<file path="src/rtl/txa_pkg.sv">
package txa_pkg;

   typedef enum logic [1:0] {
      ST_REQ   = 2'd0,
      ST_WAIT  = 2'd1,
      ST_ALIGN = 2'd2,
      ST_LINK  = 2'd3
   } txa_state_e;

   typedef enum logic [1:0] {
      SEL_RESET = 2'd0,
      SEL_ALIGN = 2'd1,
      SEL_USER  = 2'd2
   } txa_sel_e;

endpackage

</file>
<file path="src/rtl/txa_grp_cnt.sv">
module txa_grp_cnt #(
   parameter int GROUP = 32
) (
   input  logic clk,
   input  logic rst_n,
   input  logic clr,
   input  logic hit,
   output logic slip_now,
   output logic slip
);
   localparam int CW = (GROUP > 2) ? $clog2(GROUP) : 1;

   if (GROUP < 2) begin : g_bad_group
      $error("txa_grp_cnt: GROUP must be at least 2");
   end

   logic [CW-1:0] cnt;

   assign slip_now = !clr && hit && (cnt == CW'(GROUP - 1));

   always_ff @(posedge clk) begin
      if (!rst_n) begin
         cnt  <= '0;
         slip <= 1'b0;
      end else begin
         slip <= slip_now;
         if (clr || slip_now) begin
            cnt <= '0;
         end else if (hit) begin
            cnt <= cnt + CW'(1);
         end
      end
   end


   slip_pulse_chk: assert property (@(posedge clk) disable iff (!rst_n)
      slip |=> !slip);


   cnt_range_chk: assert property (@(posedge clk) disable iff (!rst_n)
      32'(cnt) < GROUP);


   cnt_clear_chk: assert property (@(posedge clk) disable iff (!rst_n)
      clr |=> (cnt == '0));
endmodule

</file>
<file path="src/rtl/txa_idle_run.sv">
module txa_idle_run #(
   parameter int RUN = 2
) (
   input  logic clk,
   input  logic rst_n,
   input  logic clr,
   input  logic idle,
   output logic done
);
   if (RUN < 1) begin : g_bad_run
      $error("txa_idle_run: RUN must be at least 1");
   end

   if (RUN == 1) begin : g_single
      assign done = idle && !clr;
   end else begin : g_multi
      localparam int RW = $clog2(RUN);
      logic [RW-1:0] run;

      assign done = idle && !clr && (run == RW'(RUN - 1));

      always_ff @(posedge clk) begin
         if (!rst_n) begin
            run <= '0;
         end else if (clr || !idle || done) begin
            run <= '0;
         end else begin
            run <= run + RW'(1);
         end
      end


      run_reset_chk: assert property (@(posedge clk) disable iff (!rst_n)
         (!idle || clr) |=> (run == '0));
   end
endmodule

</file>
<file path="src/rtl/txa_bound_ptr.sv">
module txa_bound_ptr #(
   parameter int POSITIONS = 34,
   localparam int BW = $clog2(POSITIONS)
) (
   input  logic          clk,
   input  logic          rst_n,
   input  logic          step,
   output logic [BW-1:0] ptr
);
   if (POSITIONS < 2) begin : g_bad_pos
      $error("txa_bound_ptr: POSITIONS must be at least 2");
   end

   if ((1 << BW) == POSITIONS) begin : g_pow2
      always_ff @(posedge clk) begin
         if (!rst_n) begin
            ptr <= '0;
         end else if (step) begin
            ptr <= ptr + BW'(1);
         end
      end
   end else begin : g_cmp
      always_ff @(posedge clk) begin
         if (!rst_n) begin
            ptr <= '0;
         end else if (step) begin
            ptr <= (ptr == BW'(POSITIONS - 1)) ? '0 : ptr + BW'(1);
         end
      end


      ptr_range_chk: assert property (@(posedge clk) disable iff (!rst_n)
         32'(ptr) < POSITIONS);
   end
endmodule

</file>
<file path="src/rtl/txa_word_mux.sv">
module txa_word_mux
   import txa_pkg::*;
#(
   parameter int          WORD_W    = 32,
   parameter int          TYPE_W    = 2,
   parameter logic [WORD_W-1:0] RESET_PAT = 32'h5A5AF00F,
   parameter logic [WORD_W-1:0] ALIGN_PAT = 32'hA1F0A1F0,
   parameter logic [TYPE_W-1:0] CTRL_TYPE = 2'b11
) (
   input  txa_sel_e          sel,
   input  logic [WORD_W-1:0] usr_data,
   input  logic [TYPE_W-1:0] usr_type,
   output logic [WORD_W-1:0] word,
   output logic [TYPE_W-1:0] wtype
);
   always_comb begin
      unique case (sel)
         SEL_USER: begin
            word  = usr_data;
            wtype = usr_type;
         end
         SEL_ALIGN: begin
            word  = ALIGN_PAT;
            wtype = CTRL_TYPE;
         end
         default: begin
            word  = RESET_PAT;
            wtype = CTRL_TYPE;
         end
      endcase
   end


   always_comb begin
      if (sel != SEL_USER) begin
         ctrl_type_chk: assert (wtype == CTRL_TYPE);
      end
   end
endmodule

</file>
<file path="src/rtl/txalign_ctrl.sv">
module txalign_ctrl
   import txa_pkg::*;
#(
   parameter int WORD_W     = 32,
   parameter int TYPE_W     = 2,
   parameter int SLIP_GROUP = 32,
   parameter int IDLE_RUN   = 2,
   parameter int POSITIONS  = 34,
   parameter int REQ_LEN    = 16,
   parameter logic [WORD_W-1:0] RESET_PAT = 32'h5A5AF00F,
   parameter logic [WORD_W-1:0] ALIGN_PAT = 32'hA1F0A1F0,
   parameter logic [WORD_W-1:0] IDLE_PAT  = 32'h1D1E1D1E,
   parameter logic [TYPE_W-1:0] CTRL_TYPE = 2'b11,
   localparam int BW = $clog2(POSITIONS)
) (
   input  logic              clk,
   input  logic              rst_n,
   input  logic              rx_lock_n,
   input  logic [WORD_W-1:0] rx_word,
   input  logic [TYPE_W-1:0] rx_type,
   input  logic [WORD_W-1:0] usr_data,
   input  logic [TYPE_W-1:0] usr_type,
   output logic [WORD_W-1:0] tx_word,
   output logic [TYPE_W-1:0] tx_type,
   output logic              tx_lock_n,
   output logic              tx_slip,
   output logic [BW-1:0]     tx_bound
);
   localparam int RQW = (REQ_LEN > 2) ? $clog2(REQ_LEN) : 1;

   if (REQ_LEN < 2) begin : g_bad_req
      $error("txalign_ctrl: REQ_LEN must be at least 2");
   end
   if (ALIGN_PAT == IDLE_PAT) begin : g_bad_pat
      $error("txalign_ctrl: ALIGN and IDLE patterns must differ");
   end

   txa_state_e    st, st_nxt;
   logic [RQW-1:0] req_cnt;
   logic          rx_align, rx_idle;
   logic          aligning, cnt_clr;
   logic          idle_done, slip_now;
   txa_sel_e      sel;

   assign rx_align = (rx_type == CTRL_TYPE) && (rx_word == ALIGN_PAT);
   assign rx_idle  = (rx_type == CTRL_TYPE) && (rx_word == IDLE_PAT);
   assign aligning = (st == ST_ALIGN);
   assign cnt_clr  = !aligning || rx_lock_n;

   always_comb begin
      st_nxt = st;
      unique case (st)
         ST_REQ:   if (req_cnt == RQW'(REQ_LEN - 1)) st_nxt = ST_WAIT;
         ST_WAIT:  if (!rx_lock_n) st_nxt = ST_ALIGN;
         ST_ALIGN: begin
            if (rx_lock_n)      st_nxt = ST_REQ;
            else if (idle_done) st_nxt = ST_LINK;
         end
         default:  if (rx_lock_n) st_nxt = ST_REQ;
      endcase
   end

   always_ff @(posedge clk) begin
      if (!rst_n) begin
         st      <= ST_REQ;
         req_cnt <= '0;
      end else begin
         st      <= st_nxt;
         req_cnt <= (st == ST_REQ) ? req_cnt + RQW'(1) : '0;
      end
   end

   txa_grp_cnt #(.GROUP(SLIP_GROUP)) u_grp (
      .clk      (clk),
      .rst_n    (rst_n),
      .clr      (cnt_clr),
      .hit      (rx_align),
      .slip_now (slip_now),
      .slip     (tx_slip)
   );

   txa_idle_run #(.RUN(IDLE_RUN)) u_idle (
      .clk   (clk),
      .rst_n (rst_n),
      .clr   (cnt_clr),
      .idle  (rx_idle),
      .done  (idle_done)
   );

   txa_bound_ptr #(.POSITIONS(POSITIONS)) u_bound (
      .clk   (clk),
      .rst_n (rst_n),
      .step  (slip_now),
      .ptr   (tx_bound)
   );

   always_comb begin
      unique case (st)
         ST_ALIGN: sel = SEL_ALIGN;
         ST_LINK:  sel = SEL_USER;
         default:  sel = SEL_RESET;
      endcase
   end

   txa_word_mux #(
      .WORD_W    (WORD_W),
      .TYPE_W    (TYPE_W),
      .RESET_PAT (RESET_PAT),
      .ALIGN_PAT (ALIGN_PAT),
      .CTRL_TYPE (CTRL_TYPE)
   ) u_mux (
      .sel      (sel),
      .usr_data (usr_data),
      .usr_type (usr_type),
      .word     (tx_word),
      .wtype    (tx_type)
   );

   assign tx_lock_n = (st != ST_LINK);


   lock_drop_chk: assert property (@(posedge clk) disable iff (!rst_n)
      ((st == ST_ALIGN || st == ST_LINK) && rx_lock_n)
      |=> (tx_lock_n && tx_word == RESET_PAT));


   link_fwd_chk: assert property (@(posedge clk) disable iff (!rst_n)
      !tx_lock_n |-> (tx_word == usr_data && tx_type == usr_type));


   link_noslip_chk: assert property (@(posedge clk) disable iff (!rst_n)
      (!tx_lock_n && $past(!tx_lock_n)) |-> !tx_slip);


   bound_step_chk: assert property (@(posedge clk) disable iff (!rst_n)
      (tx_slip && $past(tx_bound) != BW'(POSITIONS - 1))
      |-> (tx_bound == $past(tx_bound) + BW'(1)));


   bound_hold_chk: assert property (@(posedge clk) disable iff (!rst_n)
      !tx_slip |-> $stable(tx_bound));


   align_word_chk: assert property (@(posedge clk) disable iff (!rst_n)
      (st == ST_ALIGN) |-> (tx_word == ALIGN_PAT && tx_lock_n));
endmodule

</file>
<file path="config.mk">
export PLATFORM = sky130hd
export DESIGN_NAME = txalign_ctrl
export DESIGN_NICKNAME = d
export VERILOG_FILES = /design/src/rtl/txa_pkg.sv /design/src/rtl/txa_grp_cnt.sv /design/src/rtl/txa_idle_run.sv /design/src/rtl/txa_bound_ptr.sv /design/src/rtl/txa_word_mux.sv /design/src/rtl/txalign_ctrl.sv
export SDC_FILE = /design/constraint.sdc
export NUM_CORES = 1
export LEC_CHECK = 0
export BUFFER_PORTS_ARGS = -buffer_cell sky130_fd_sc_hd__buf_2
export CAP_MARGIN = 20
export CORE_MARGIN = 1
export CORE_UTILIZATION = 42
export CTS_CLUSTER_SIZE = 30
export DETAILED_ROUTE_END_ITERATION = 8
export PLACE_DENSITY = 0.87
export SYNTH_ARGS = -nofsm -noshare
export SYNTH_HDL_FRONTEND = slang
export SYNTH_SLANG_ARGS = --single-unit
</file>
<file path="constraint.sdc">
create_clock -name clk -period 6.95 [get_ports clk]
set_clock_uncertainty 0.15 [all_clocks]
set_input_delay 1.0425 -clock clk [delete_from_list [all_inputs] [get_ports clk]]
set_output_delay 1.0425 -clock clk [all_outputs]
set_load 0.02 [all_outputs]
</file>
### Yosys cells after proc, flatten, opt, wreduce, memory -nomap -nowiden

Index checks and enable logic that the tools add are counted.

* output and inout port bits: 42
* input port bits: 71
* register bits after elaboration: 19

* add/subtract/negate cells: 4
* reductions and logical operators: 19
* equality and inequality tests: 15
* bitwise logic cells: 1
* muxes and demuxes: 10

Operator list (number)
* $pmux 32 s2: 1
* $eq 32x29->1 const B: 1
* $eq 32x32->1 const B: 1
* $mux 2: 6
* $eq 2x2->1 const B: 4
* $add 6x1->6 const B: 1
* $eq 6x6->1 const B: 1
* $logic_and 1x1->1: 6
* $mux 6: 1
* $ne 2x2->1 const B: 3
* $pmux 2 s3: 1
* $add 5x1->5 const B: 1
* $eq 5x5->1 const B: 1
* $add 4x1->4 const B: 1
* $eq 2x1->1 const B: 2
* $eq 4x4->1 const B: 1
* $logic_or 1x1->1: 4
* $pmux 2 s2: 1
* $reduce_and 4->1: 1
* $reduce_bool 4->1: 1
* $reduce_or 2->1: 2
* $logic_not 1->1: 3
* $ne 3x2->1 const B: 1
* $logic_not 2->1: 1
* 3 further kinds: 3

### Depth between registers and ports, before layout

* depth in word-level cells: 9
* mapped depth: 7
* depth with buffers taken out: 7

### Hierarchy

Synthesis repeated with hierarchy kept, for this count alone.

* cell total of the unflattened synthesis: 166
* area, all modules: 1375.1 um^2

Modules (own cells, without submodules)
* txalign_ctrl: sequential area each 120.1 um^2, instances 1, cells each 46, area each 407.9 um^2
* txa_word_mux: sequential area each 0.0 um^2, instances 1, cells each 61, area each 361.6 um^2
* txa_grp_cnt: sequential area each 120.1 um^2, instances 1, cells each 26, area each 286.5 um^2
* txa_bound_ptr: sequential area each 120.1 um^2, instances 1, cells each 30, area each 276.5 um^2
* txa_idle_run: sequential area each 20.0 um^2, instances 1, cells each 3, area each 42.5 um^2

### Worst setup path before layout

OpenSTA, ideal clock, no wires.

* path type: input port to output port
* from: in usr_data[21]
* to: out tx_word[21]
* data required time: 5.758 ns
* buffers on the path: 0
* cell stages on the path: 2
* arrival time: 1.568 ns
* slack: 4.190 ns
* path through: inv_1 -> a21boi_0

* longest elaborated chain between the ends: 1

Ends and longest elaborated chain
* start: declaration: line txalign_ctrl.sv:21 `input logic [WORD_W-1:0] usr_data,`
* $pmux 32 s2: line txa_word_mux.sv:17 `unique case (sel)`
* end: declaration: line txalign_ctrl.sv:23 `output logic [WORD_W-1:0] tx_word,`

Every way passes these cells.

### Final worst setup path

* from: reg st[0]
* to: out tx_word[20]

* longest elaborated chain between the ends: 4
* elaborated cells on any way between the ends: 6
* classes of those cells: eq/ne (4); mux (2)

Ends and longest elaborated chain
* start: declaration: line txalign_ctrl.sv:38 `txa_state_e st, st_nxt;`
* start signal: assignment: line txalign_ctrl.sv:68 `st <= st_nxt;`
* $eq 2x2->1: line txalign_ctrl.sv:98 `unique case (st)`
* $pmux 2 s2 (*): line txalign_ctrl.sv:98
* $eq 2x1->1 / $eq 2x2->1 (equally long branches): line txa_word_mux.sv:17
* $pmux 32 s2 (*): line txa_word_mux.sv:17

Mark *: on every way between the ends. The rest lies on a longest branch, timed or not.

==> impl_metrics.csv <==
group,metric,value,unit
sta,worst_hold_slack,0.319,ns
floorplan,top_level_ports,113,
sta,rsz_0062_raised_after_global_routing,"no",
worst_setup_path,critical_path.endpoint_type,"output port",
placed_design,globalplace.congestion,0.789,
clock_network,cts.reportedPaths.clkPinSlew,0.12,ns
clock_network,post_cts.repair.setup_buffers,0,
power_and_ir_drop,max-vdd-ir-drop,0.116,mV
synthesis,proportion_of_synthesized_chip_area_in_sequential_cells,27.2,%
worst_setup_path,cp-startpoint,"st[0]",
finish,diodes,0,
global_routing,grt.total_usage,22.1,%
min_path,min_from,"req_cnt[0]",
run,max_cap_viol_count,0,
global_routing,global_route_wire_length_before_repair,5990,um
detailed_routing,route.antenna.remaining_nets,0,
status,status,"finished, final reports clean",
finish,area_occupied_by_multi_input_gates,917,um^2
finish,final_instance_area,2000,um^2
sta,final_critical_path_setup_slack,3.70,ns
placed_design,port_buffers,112,
detailed_routing,drt-pass1-iter-count,4,
clock_network,num_cts_buffers,3,
sta,fin_tns_setup,0,ns
floorplan,fp.dieW,59.7,um
clock_network,ctsLongestPathBuffers,2,
synthesis,synthesis.nets,257,
worst_setup_path,critPathArrivalTime,2.05,ns
finish,register_area,380,um^2
min_path,holdCritPathClass,"register to register",
finish,final_common_cell,"sky130_fd_sc_hd__buf_2",
detailed_routing,drc_violation_total_after_the_first_tritonroute_iteration,34,
clock_network,number_of_h_tree_levels,1,
worst_setup_path,reg2reg_from,"st[1]",
synthesis,asyncSetResetFlopFracSynth,0,%
finish,finalCoreUtilization,64.5,%
synthesis,yosys_reg_bits,19,
finish,final_net_count,366,
floorplan,die_h,59.7,um
synthesis,syn_area,1400,um^2
detailed_routing,detailroute.via_count,1727,
placed_design,dp_worst_setup_slack,3.82,ns
synthesis,synth.lib_cells_used.distinct,46,
sta,slew_headroom,35.5,%
worst_setup_path,critical_path.top_delay_family,"flip-flops",
worst_setup_path,timing.critical_path.from_type,"register",
placed_design,dpl_wire_length,3230,um
synthesis,synthCells,181,
floorplan,initial_core_utilization,45.0,%
detailed_routing,drcViolationCount,0,
placed_design,post_dp_cell_area,1970,um^2
global_routing,initial_antenna_violation_count,0,
detailed_routing,post_drt_via_cell_ratio,5.19,
finish,leading_cell_types_in_the_layout_fill_and_taps_excluded,"sky130_fd_sc_hd__buf_2, sky130_fd_sc_hd__nand2_1, sky130_fd_sc_hd__dfxtp_1",
floorplan,row_cnt,20,
worst_setup_path,critPathMaxFanout,35,
worst_setup_path,critical-path-slowest-cell,"sky130_fd_sc_hd__dfxtp_1",
global_routing,first_global_vias,1404,
detailed_routing,wire_per_inst,12.2,um
placed_design,dpl.cell_count,328,
power_and_ir_drop,total_power,205,uW
clock_network,tritoncts,"built",
synthesis,synth_edf_count,0,
clock_network,post_cts_hold_buffer_count,0,
finish,syn2layout_area_growth,43.4,%
power_and_ir_drop,areal_power_density_over_the_cells,103,nW/um^2
clock_network,post_cts_resize_count,0,
global_routing,overflow,0,
worst_setup_path,slowest_delay,0.98,ns
worst_setup_path,crit_type,"register to output port",
clock_network,clock_insertion_delay_worst_skew,0.30,ns
worst_setup_path,worst-endpoint-required,5.76,ns
worst_setup_path,path_cells,"nand2_1, or2_2, buf_2",
sta,setup-violations-final,0,
sta,worst_pin_slew,0.966,ns
synthesis,synth_top_flop_cell,"sky130_fd_sc_hd__dfxtp_1",
sta,endpoints_failing_hold,0,
clock_network,cts.root.buffer_cell,"sky130_fd_sc_hd__clkbuf_4",
synthesis,yosysWarningCount,0,
sta,finalWorstPathRequiredPeriod,3.25,ns
finish,drive_above_1_share,46.0,%
sta,fmaxAchievable,308,MHz
floorplan,placeableCoreArea,3100,um^2
worst_setup_path,cp.buffers_inverters,1,
clock_network,clock-sinks,19,
floorplan,dieArea,3560,um^2
global_routing,grt_start_max_net_pins,36,
power_and_ir_drop,static-leakage-power,0.957,nW
finish,finalNonFillerCells,333,
sta,post-route-period-util,46.7,%
synthesis,avg_inst_size_synth,7.71,um^2
detailed_routing,drt_wl_total,4070,um
finish,num-fill-cells,283,
sta,slew_violations,0,
[layer usage]
layer | GRT usage, % | up-vias | routed length [um]
met5 | 0 | - | 0
met3 | 6.06 | 4 | 279
met4 | 3.65 | 0 | 26
met1 | 25.0 | 787 | 1750
met2 | 41.4 | 73 | 2010
li1 | - | 863 | -
[synthesized netlist by cell type, types with 2 or more instances]
master	number	area [um^2]
sky130_fd_sc_hd__nand2_1	31	116
sky130_fd_sc_hd__dfxtp_1	19	380
sky130_fd_sc_hd__inv_1	15	56.3
sky130_fd_sc_hd__and3_1	11	68.8
sky130_fd_sc_hd__a21boi_0	10	75.1
sky130_fd_sc_hd__a21oi_1	8	40.0
sky130_fd_sc_hd__clkbuf_1	7	26.3
sky130_fd_sc_hd__nor2_1	6	22.5
sky130_fd_sc_hd__or2_2	6	37.5
sky130_fd_sc_hd__ha_1	5	62.6
sky130_fd_sc_hd__nand4_1	5	31.3
sky130_fd_sc_hd__nor3_1	5	25.0
sky130_fd_sc_hd__nand3_1	4	20.0
sky130_fd_sc_hd__nor4b_1	4	35.0
sky130_fd_sc_hd__o21ai_0	4	20.0
sky130_fd_sc_hd__nand4b_1	3	26.3
sky130_fd_sc_hd__nor4bb_1	3	30.0
sky130_fd_sc_hd__and4b_1	2	20.0
sky130_fd_sc_hd__and4bb_2	2	25.0
sky130_fd_sc_hd__nand3b_1	2	15.0
sky130_fd_sc_hd__nor4_1	2	12.5
sky130_fd_sc_hd__or3b_1	2	17.5
sky130_fd_sc_hd__xor2_1	2	17.5
[kinds of logic (layout without fill, tap and decap cells)]
kind of cell / count (synthesis) / after routing / share of synthesized area [%]
buffers and inverters: 24 / 132 / 7.08
AND/OR/NAND/NOR: 98 / 98 / 43.5
multiplexers: 1 / 1 / 0.717
XOR/XNOR: 3 / 3 / 1.88
adder cells (fa/ha/maj): 5 / 5 / 4.48
AO/OA/AOI/OAI: 31 / 31 / 15.1
flip-flops: 19 / 19 / 27.2
[cell type report]
class | instances | share of cell area, %
repair buffers | 113 | 28.2
inverters | 15 | 2.81
multi-input cells | 138 | 45.8
clock buffers | 3 | 1.13
well taps | 44 | 2.75
flip-flops and latches | 19 | 19.0
clock inverters | 1 | 0.250
[worst register-to-register path: cells and delay by family (launching register included)]
kind / cells / cell delay, ns
AO/OA/AOI/OAI: 1 / 0.10
flip-flops: 1 / 0.92
AND/OR/NAND/NOR: 4 / 1.35
[worst paths after layout]
| path | endpoint | slack [ns] | cells after the start |
|---|---|---|---|
| worst min-delay path | req_cnt[0] | 0.32 | 1 |
| worst max register to register | u_bound.ptr[3] | 4.38 | 5 |
| worst min register to register | req_cnt[0] | 0.32 | 1 |
| worst max-delay path | tx_word[20] | 3.70 | 3 |
[state kept, by name (all words and copies together) (netlist names)]
signal              count
u_bound.ptr             6
u_grp.cnt               5
req_cnt                 4
st                      2
u_grp.slip              1
u_idle.g_multi.run      1
[report_power, final]
part / total (mW) / switching, mW / internal (mW)
Combinational: 0.0343 / 0.0137 / 0.0206
Sequential: 0.115 / 0.00299 / 0.112
Clock: 0.0561 / 0.0346 / 0.0214
Total: 0.205 / 0.0514 / 0.154
(Power assumes the default switching activity.)
